**src/rtl/bch_pkg.sv**
```systemverilog
package bch_pkg;
  localparam int BYTE_W = 8;
  localparam int FLAG_N = 3;

  localparam logic [BYTE_W-1:0] CODE_DEV  = 8'h10;
  localparam logic [BYTE_W-1:0] CODE_CLK  = 8'h11;
  localparam logic [BYTE_W-1:0] CODE_RATE = 8'h3F;
  localparam logic [BYTE_W-1:0] CODE_PROG = 8'h40;
  localparam logic [BYTE_W-1:0] CODE_ACK  = 8'h06;
  localparam logic [BYTE_W-1:0] CODE_ERR  = 8'hFF;

  typedef enum logic [2:0] {
    ST_IDLE, ST_WAIT, ST_SWITCH, ST_CONFIRM,
    ST_REVERT, ST_ERASE_USER, ST_ERASE_BOOT, ST_PROG
  } bchState_e;

  typedef struct packed {
    logic sendAck;
    logic sendErr;
    logic setDev;
    logic setClk;
    logic setRate;
    logic rateNew;
    logic rateOld;
    logic enterProg;
  } bchStrobe_t;
endpackage

```
**src/rtl/bch_ctrl.sv**
```systemverilog
module bch_ctrl
  import bch_pkg::*;
#(
  parameter logic [BYTE_W-1:0] CMD_DEV  = CODE_DEV,
  parameter logic [BYTE_W-1:0] CMD_CLK  = CODE_CLK,
  parameter logic [BYTE_W-1:0] CMD_RATE = CODE_RATE,
  parameter logic [BYTE_W-1:0] CMD_PROG = CODE_PROG,
  parameter logic [BYTE_W-1:0] ACK_VAL  = CODE_ACK
) (
  input  logic              clk,
  input  logic              rstN,
  input  logic              rxValid,
  input  logic [BYTE_W-1:0] rxByte,
  input  logic              selOk,
  input  logic              allSel,
  input  logic              waitDone,
  input  logic              rateDone,
  input  logic              eraseUserDone,
  input  logic              eraseBootDone,
  output bchStrobe_t        stb,
  output logic              waitReq,
  output logic              rateReq,
  output logic              eraseUserReq,
  output logic              eraseBootReq
);
  bchState_e state, nextState;

  always_ff @(posedge clk) begin
    if (!rstN) state <= ST_IDLE;
    else       state <= nextState;
  end

  always_comb begin
    nextState = state;
    stb = '0;
    case (state)
      ST_IDLE: begin
        if (rxValid) begin
          if (rxByte == CMD_DEV) begin
            stb.sendAck = selOk;
            stb.sendErr = !selOk;
            stb.setDev  = selOk;
          end else if (rxByte == CMD_CLK) begin
            stb.sendAck = selOk;
            stb.sendErr = !selOk;
            stb.setClk  = selOk;
          end else if (rxByte == CMD_RATE) begin
            stb.sendAck = selOk;
            stb.sendErr = !selOk;
            if (selOk) nextState = ST_WAIT;
          end else if (rxByte == CMD_PROG) begin
            stb.sendErr = !allSel;
            if (allSel) nextState = ST_ERASE_USER;
          end
        end
      end
      ST_WAIT: begin
        if (waitDone) begin
          stb.rateNew = 1'b1;
          nextState = ST_SWITCH;
        end
      end
      ST_SWITCH: begin
        if (rateDone) nextState = ST_CONFIRM;
      end
      ST_CONFIRM: begin
        if (rxValid) begin
          if (rxByte == ACK_VAL) begin
            stb.sendAck = 1'b1;
            stb.setRate = 1'b1;
            nextState = ST_IDLE;
          end else begin
            stb.rateOld = 1'b1;
            nextState = ST_REVERT;
          end
        end
      end
      ST_REVERT: begin
        if (rateDone) begin
          stb.sendErr = 1'b1;
          nextState = ST_IDLE;
        end
      end
      ST_ERASE_USER: begin
        if (eraseUserDone) nextState = ST_ERASE_BOOT;
      end
      ST_ERASE_BOOT: begin
        if (eraseBootDone) begin
          stb.sendAck = 1'b1;
          stb.enterProg = 1'b1;
          nextState = ST_PROG;
        end
      end
      default: nextState = state;
    endcase
  end

  assign waitReq      = (state == ST_WAIT);
  assign rateReq      = (state == ST_SWITCH) || (state == ST_REVERT);
  assign eraseUserReq = (state == ST_ERASE_USER);
  assign eraseBootReq = (state == ST_ERASE_BOOT);
endmodule

```
**src/rtl/bch_dpath.sv**
```systemverilog
module bch_dpath
  import bch_pkg::*;
#(
  parameter logic [BYTE_W-1:0] ACK_VAL = CODE_ACK,
  parameter logic [BYTE_W-1:0] ERR_VAL = CODE_ERR
) (
  input  logic              clk,
  input  logic              rstN,
  input  bchStrobe_t        stb,
  output logic              txValid,
  output logic [BYTE_W-1:0] txByte,
  output logic              rateSel,
  output logic [FLAG_N-1:0] selFlags,
  output logic              allSel,
  output logic              progState
);
  logic [FLAG_N-1:0] flagSet;
  assign flagSet = {stb.setRate, stb.setClk, stb.setDev};

  always_ff @(posedge clk) begin
    if (!rstN) begin
      txValid <= 1'b0;
      txByte  <= '0;
    end else begin
      txValid <= stb.sendAck | stb.sendErr;
      if (stb.sendErr)      txByte <= ERR_VAL;
      else if (stb.sendAck) txByte <= ACK_VAL;
    end
  end

  for (genvar i = 0; i < FLAG_N; i++) begin : g_flag
    always_ff @(posedge clk) begin
      if (!rstN)           selFlags[i] <= 1'b0;
      else if (flagSet[i]) selFlags[i] <= 1'b1;
    end
  end

  always_ff @(posedge clk) begin
    if (!rstN) begin
      rateSel   <= 1'b0;
      progState <= 1'b0;
    end else begin
      if (stb.rateNew)      rateSel <= 1'b1;
      else if (stb.rateOld) rateSel <= 1'b0;
      if (stb.enterProg) progState <= 1'b1;
    end
  end

  assign allSel = &selFlags;
endmodule

```
**src/rtl/boot_handshake.sv**
```systemverilog
module boot_handshake
  import bch_pkg::*;
#(
  parameter logic [BYTE_W-1:0] CMD_DEV  = CODE_DEV,
  parameter logic [BYTE_W-1:0] CMD_CLK  = CODE_CLK,
  parameter logic [BYTE_W-1:0] CMD_RATE = CODE_RATE,
  parameter logic [BYTE_W-1:0] CMD_PROG = CODE_PROG,
  parameter logic [BYTE_W-1:0] ACK_VAL  = CODE_ACK,
  parameter logic [BYTE_W-1:0] ERR_VAL  = CODE_ERR
) (
  input  logic              clk,
  input  logic              rstN,
  input  logic              rxValid,
  input  logic [BYTE_W-1:0] rxByte,
  input  logic              selOk,
  output logic              txValid,
  output logic [BYTE_W-1:0] txByte,
  output logic              waitReq,
  input  logic              waitDone,
  output logic              rateReq,
  output logic              rateSel,
  input  logic              rateDone,
  output logic              eraseUserReq,
  input  logic              eraseUserDone,
  output logic              eraseBootReq,
  input  logic              eraseBootDone,
  output logic [FLAG_N-1:0] selFlags,
  output logic              progState
);
  bchStrobe_t stb;
  logic allSel;

  bch_ctrl #(
    .CMD_DEV(CMD_DEV), .CMD_CLK(CMD_CLK), .CMD_RATE(CMD_RATE),
    .CMD_PROG(CMD_PROG), .ACK_VAL(ACK_VAL)
  ) u_ctrl (
    .clk(clk), .rstN(rstN), .rxValid(rxValid), .rxByte(rxByte),
    .selOk(selOk), .allSel(allSel), .waitDone(waitDone),
    .rateDone(rateDone), .eraseUserDone(eraseUserDone),
    .eraseBootDone(eraseBootDone), .stb(stb), .waitReq(waitReq),
    .rateReq(rateReq), .eraseUserReq(eraseUserReq),
    .eraseBootReq(eraseBootReq)
  );

  bch_dpath #(.ACK_VAL(ACK_VAL), .ERR_VAL(ERR_VAL)) u_dpath (
    .clk(clk), .rstN(rstN), .stb(stb), .txValid(txValid),
    .txByte(txByte), .rateSel(rateSel), .selFlags(selFlags),
    .allSel(allSel), .progState(progState)
  );
endmodule

```
**config.mk**
```make
export PLATFORM = sky130hd
export DESIGN_NAME = boot_handshake
export DESIGN_NICKNAME = d
export VERILOG_FILES = /design/src/rtl/bch_pkg.sv /design/src/rtl/bch_ctrl.sv /design/src/rtl/bch_dpath.sv /design/src/rtl/boot_handshake.sv
export SDC_FILE = /design/constraint.sdc
export NUM_CORES = 1
export LEC_CHECK = 0
export BUFFER_PORTS_ARGS = -buffer_cell sky130_fd_sc_hd__buf_2
export CAP_MARGIN = 25
export CORE_MARGIN = 2
export CORE_UTILIZATION = 35
export CTS_CLUSTER_DIAMETER = 80
export DETAILED_ROUTE_END_ITERATION = 10
export PLACE_DENSITY = 0.71
export SYNTH_ARGS = -nofsm -noshare
export SYNTH_HDL_FRONTEND = slang
export SYNTH_SLANG_ARGS = --single-unit
export TNS_END_PERCENT = 100
```
**constraint.sdc**
```tcl
create_clock -name clk -period 2.05 [get_ports clk]
set_input_delay 0.41 -clock clk [delete_from_list [all_inputs] [get_ports clk]]
set_output_delay 0.41 -clock clk [all_outputs]
set_load 0.005 [all_outputs]
```
Word-level counts from Yosys, hierarchy flattened

Cells that the tools add are included.

Logic and storage cells: 83
Flip-flop bits (word level): 17
Output and inout bits: 18
Input port bits: 16

Multiplexer cells: 42
Bitwise operators: 1
Reductions and logical operators: 9
Equality and inequality tests: 23

Operators by type and width:

| cell               | number |
|---|---|
| $mux 3             | 14 |
| $pmux 3 s7         | 1 |
| $mux 1             | 19 |
| $eq 8x5->1 const B | 2 |
| $mux 8             | 2 |
| $reduce_and 13->1  | 1 |
| $ne 2x2->1 const B | 6 |
| $eq 3x3->1 const B | 3 |
| $eq 8x3->1 const B | 1 |
| $eq 8x6->1 const B | 1 |
| $eq 8x7->1 const B | 1 |
| $reduce_bool 7->1  | 1 |
| $eq 3x2->1 const B | 2 |
| $mux 2             | 3 |
| $ne 2x1->1 const B | 3 |
| $ne 3x1->1 const B | 2 |
| $mux 4             | 1 |
| $reduce_bool 2->1  | 2 |
| $eq 3x1->1 const B | 1 |
| $logic_not 3->1    | 1 |
| $ne 3x3->1 const B | 1 |
| $pmux 1 s3         | 1 |
| $reduce_and 3->1   | 1 |
| $logic_not 1->1    | 2 |
| 3 further kinds    | 3 |

Logic depth before layout (Yosys ltp)

Word-level depth: 10
Depth in mapped cells: 6

Cells and area by module

From an unflattened synthesis, not the netlist that was laid out.

Cell total of the unflattened synthesis: 98
Area total of the unflattened synthesis: 787.0 µm²

By module, submodules not included:

| module    | instances | sequential area each (µm²) | area an instance (µm²) | cells an instance |
|---|---|---|---|---|
| bch_ctrl  | 1         | 60.1                       | 494.2                  | 72 |
| bch_dpath | 1         | 160.2                      | 292.8                  | 26 |

Least setup slack after synthesis

OpenSTA, ideal clock, no wires.

Kind: input to register
Start point: input port rxByte[0]
End point: register u_dpath.txValid
Arrival: 1870 ps
Cell stages on the path: 5
Setup slack: 120 ps
Buffers on the path: 0
Library setup time: 60 ps
Cells stage by stage: or4_4 or3_4 o32ai_2 nand3b_1 and2_1

Cells in the longest elaborated chain, start to end: 8
Elaborated cells between the ends (all ways): 16
Those cells by class: eq/ne (5); mux (10); bitwise (1)

Ends and longest elaborated chain:

| element              | RTL line             | text |
|---|---|---|
| start, declared      | boot_handshake.sv:14 | `input logic [BYTE_W-1:0] rxByte,` |
| $eq 8x7->1           | bch_ctrl.sv:51       | `end else if (rxByte == CMD_PROG) begin` |
| $mux 1               | bch_ctrl.sv:51       |  |
| $mux 1               | bch_ctrl.sv:47       | `end else if (rxByte == CMD_RATE) begin` |
| $mux 2               | bch_ctrl.sv:43       | `end else if (rxByte == CMD_CLK) begin` |
| $mux 2               | bch_ctrl.sv:39       | `if (rxByte == CMD_DEV) begin` |
| $mux 4               | bch_ctrl.sv:38       | `if (rxValid) begin` |
| $pmux 1 s2           | bch_ctrl.sv:36       | `case (state)` |
| $or 1x1->1 (*)       | bch_dpath.sv:25      | `txValid <= stb.sendAck \| stb.sendErr;` |
| end signal, assigned | bch_dpath.sv:25      |  |
| end, declared        | bch_dpath.sv:10      | `output logic txValid,` |

Every way passes the cells marked *; elsewhere a longest branch is shown, timed or not.
A chain may end at the register's enable or synchronous reset.

Worst setup path in the final report

Start point: register u_ctrl.state[2]
End point: register u_dpath.txByte[6]

Cells in the longest elaborated chain, start to end: 3
Elaborated cells between the ends (all ways): 8
Those cells by class: eq/ne (3); mux (3); reduce/logical (2)

Ends and longest elaborated chain:

| element                                               | RTL line        | text |
|---|---|---|
| start, declared                                       | bch_ctrl.sv:26  | `bchState_e state, nextState;` |
| start signal, assigned                                | bch_ctrl.sv:30  | `else state <= nextState;` |
| $eq 3x3->1, or another cell as far along              | bch_ctrl.sv:36  |  |
| $pmux 1 s3 or $pmux 1 s2 (tied branches)              | bch_ctrl.sv:36  |  |
| $reduce_bool 2->1 (no line) or $mux 8 (tied branches) | n/a             |  |
| end signal, assigned                                  | bch_dpath.sv:23 | `txByte <= '0;` |
| end signal, assigned                                  | bch_dpath.sv:26 | `if (stb.sendErr) txByte <= ERR_VAL;` |
| end signal, assigned                                  | bch_dpath.sv:27 | `else if (stb.sendAck) txByte <= ACK_VAL;` |
| end, declared                                         | bch_dpath.sv:11 | `output logic [BYTE_W-1:0] txByte,` |

Parallel ways exist; a longest one is shown, timed or not.

==> run_results.csv <==
group,metric,value,unit
outcome,run_status,"finished clean",
sta,hold_viol_final,0,
clock_tree,cts_hold_buf,0,
grt,overflow,0,
clock_tree,cts_setup_buffers,0,
grt,globalRouteTotalUtil,0.1662,
detailed_routing,drc,0,
floorplanning,dieArea,0.002574,mm2
detailed_routing,post_drt_wl_per_cell,13.06,um
detailed_routing,drtAntennaViolNets,0,
floorplanning,pin_count,34,
detailed_routing,vias_per_cell,5.396,
grt,antenna_found_initial,0,
grt,grt_max_degree,16,
sta,fmax,524.4,MHz
sta,setup_violations,0,
clock_tree,clk_pin_slew_worst_paths,80,ps
sta,slew_violations,0,
sta,period_share,0.9303,
logic_synthesis,async_reset_ff_frac,0,
cells_and_area,diodes,0,
clock_tree,cts_root_buf,"clkbuf_4",
worst_setup_path,crit_required,2230,ps
power,peakVddDrop,0.1639,mV
sta,slew_headroom,0.7047,
floorplanning,die_x,50.74,um
power,power_frac_seq,0.494,
logic_synthesis,ys_seq_elements,11,
logic_synthesis,ys_seq_area_frac,0.2881,
logic_synthesis,synth_warnings,0,
floorplanning,die_h,50.74,um
sta,finalWorstSetupSlack,142.9,ps
power,leakage,0.4640,nW
logic_synthesis,syn_nets,109,
cells_and_area,design_area,0.001020,mm2
sta,whs,393.6,ps
logic_synthesis,synthCells,93,
floorplanning,start_util,0.3819,
place,hpwl,1606,um
place,io_buffers,33,
worst_setup_path,worstSetupEndpointType,"flip-flop",
logic_synthesis,ys_types,43,
power,p_per_area,429.8,mW/mm2
detailed_routing,firstDrtPassIters,4,
worst_setup_path,cp_max_fo,14,
cells_and_area,fin_nets,149,
hold_path,hold_path_class,"primary input to flip-flop",
place,routabilityCongestion,0.8541,
sta,period_minus_slack,1907,ps
floorplanning,rows,16,
sta,tightest_slew,442.0,ps
detailed_routing,drtIter0Drc,19,
logic_synthesis,avgSynthCellArea,8.220,um2
logic_synthesis,syn_area,764.5,um2
floorplanning,coreArea,0.002002,mm2
power,swShare,0.2657,
power,total_power,0.4383,mW
grt,grt_pass1_vias,790,
power,netSwitchingPower,0.1165,mW
power,clockPowerShare,0.367,
logic_synthesis,synth_edf_count,0,
place,pre_cts_ws,-81.09,ps
power,internal-power,0.3219,mW
clock_tree,clock-sinks,11,
run,maxCapViolations,0,
clock_tree,cts_buffers,3,
sta,skew,8.503,ps
clock_tree,cts_tree,"yes",
clock_tree,cts_resized,0,
cells_and_area,area_growth,33.39,%
cells_and_area,layout-drive-gt1-share,0.4242,
place,placedCellCount,155,
clock_tree,htree_num_levels,1,
power,comb_power_share,0.139,
worst_setup_path,criticalPathCategory,"flip-flop to flip-flop",
clock_tree,cts_buffer_depth,2,
sta,rsz0062_at_grt,"no",
detailed_routing,vias,858,
worst_setup_path,cp-start-kind,"flip-flop",
logic_synthesis,synthFlopType,"dfxtp_1",
detailed_routing,wl,2077,um
clock_tree,insertion_delay,280,ps
cells_and_area,final_cells,159,
place,dpl_cell_area,993.5,um2
grt,grt_pass1_wl,3229,um
worst_setup_path,cp_data_arrival_time,2090,ps
==> logic make-up (layout without fill, tap and decap cells) <==
kind of cell / count (synthesis) / after routing / share of synthesized area
and+or+nand+nor: 41 / 41 / 0.3273
xor gates and xnor gates: 1 / 1 / 0.01146
AOI/OAI and AO/OA: 27 / 27 / 0.2799
DFF: 11 / 11 / 0.2881
buffers and inverters: 13 / 52 / 0.09328
==> flip-flops by register name (all words and copies together) (netlist names) <==
name and count:
u_ctrl.state 3, u_dpath.progState 1, u_dpath.rateSel 1, u_dpath.selFlags 3, u_dpath.txByte 2, u_dpath.txValid 1
==> cell usage in the layout (no fill, tap or decap), types with 2 or more instances in the layout <==
cell type  netlist  routed
a21oi_1          3       3
a31oi_1          3       3
a32o_1           2       2
buf_2            0      33
buf_4            6      12
clkbuf_4         0       3
dfxtp_1         11      11
inv_1            3       3
nand2_1          5       5
nand2b_1         2       2
nand4_1          2       2
nor2_1           9       9
nor2b_1          2       2
nor3_1           3       3
nor3b_1          2       2
nor4_1           2       2
o211ai_1         2       2
o21a_1           4       4
o31ai_1          2       2
or2_2            3       3
==> per-layer routing <==
metal / part of all wire / vias up / GRT usage
met5: 0 / - / 0
met4: 0.011 / 0 / 0.09009
met3: 0.077 / 4 / 0.04464
met2: 0.51 / 34 / 0.2917
met1: 0.41 / 391 / 0.1795
li1: - / 429 / -
==> through the flow <==
step                      utilization  setup TNS [ps]
after CTS                      0.5094               0
after global routing           0.5094               0
after global placement         0.4963          -116.2
after floorplan                     -               0
final                          0.5094               0
after detailed placement       0.4963          -235.1
==> layout make-up <==
cell class | count | area, um2
well taps | 27 | 33.78
inverters | 3 | 11.26
flip-flops and latches | 11 | 220.2
multi-input cells | 69 | 473.0
clock buffers | 4 | 26.28
fillers | 198 | 982.2
repair buffers | 45 | 255.2
==> power by group through the flow <==
| stage | combinational, mW | sequential (mW) | clock, mW |
|---|---|---|---|
| after floorplan | 0.0246 | 0.221 | 0 |
| after CTS | 0.0609 | 0.217 | 0.163 |
| after detailed placement | 0.0607 | 0.222 | 0 |
| final | 0.0608 | 0.217 | 0.161 |
| after global placement | 0.0585 | 0.222 | 0 |
| after global routing | 0.0666 | 0.217 | 0.174 |
==> critical path, stage by stage (launching register included) <==
cell	delay, ps
dfxtp_1	600
nand2_1	190
nor3b_1	440
nor2_1	150
o211a_1	150
o31a_2	270
==> synth_stat cells, types with 2 or more instances <==
cell       n  share of area
inv_1      3          0.015
nor2b_1    2          0.016
nor2_1     9          0.044
nor4_1     2          0.016
nand2_1    5          0.025
o31ai_1    2          0.020
nor3b_1    2          0.020
dfxtp_1   11           0.29
a31oi_1    3          0.025
nand4_1    2          0.016
clkbuf_1   3          0.015
o211ai_1   2          0.020
nor3_1     3          0.020
o21a_1     4          0.039
nand2b_1   2          0.016
a21oi_1    3          0.020
a32o_1     2          0.026
or2_2      3          0.025
buf_4      6          0.059
==> worst paths after layout <==
check / to / slack (ps) / start / cells after the start
worst max-delay path: u_dpath.txByte[6] / 140 / u_ctrl.state[2] / 5
worst min-delay path: u_dpath.rateSel / 390 / waitDone / 3
worst max register to register: u_dpath.txByte[6] / 140 / u_ctrl.state[2] / 5
worst min register to register: u_dpath.progState / 460 / u_dpath.progState / 1
Power figures use the tool's default switching activity.
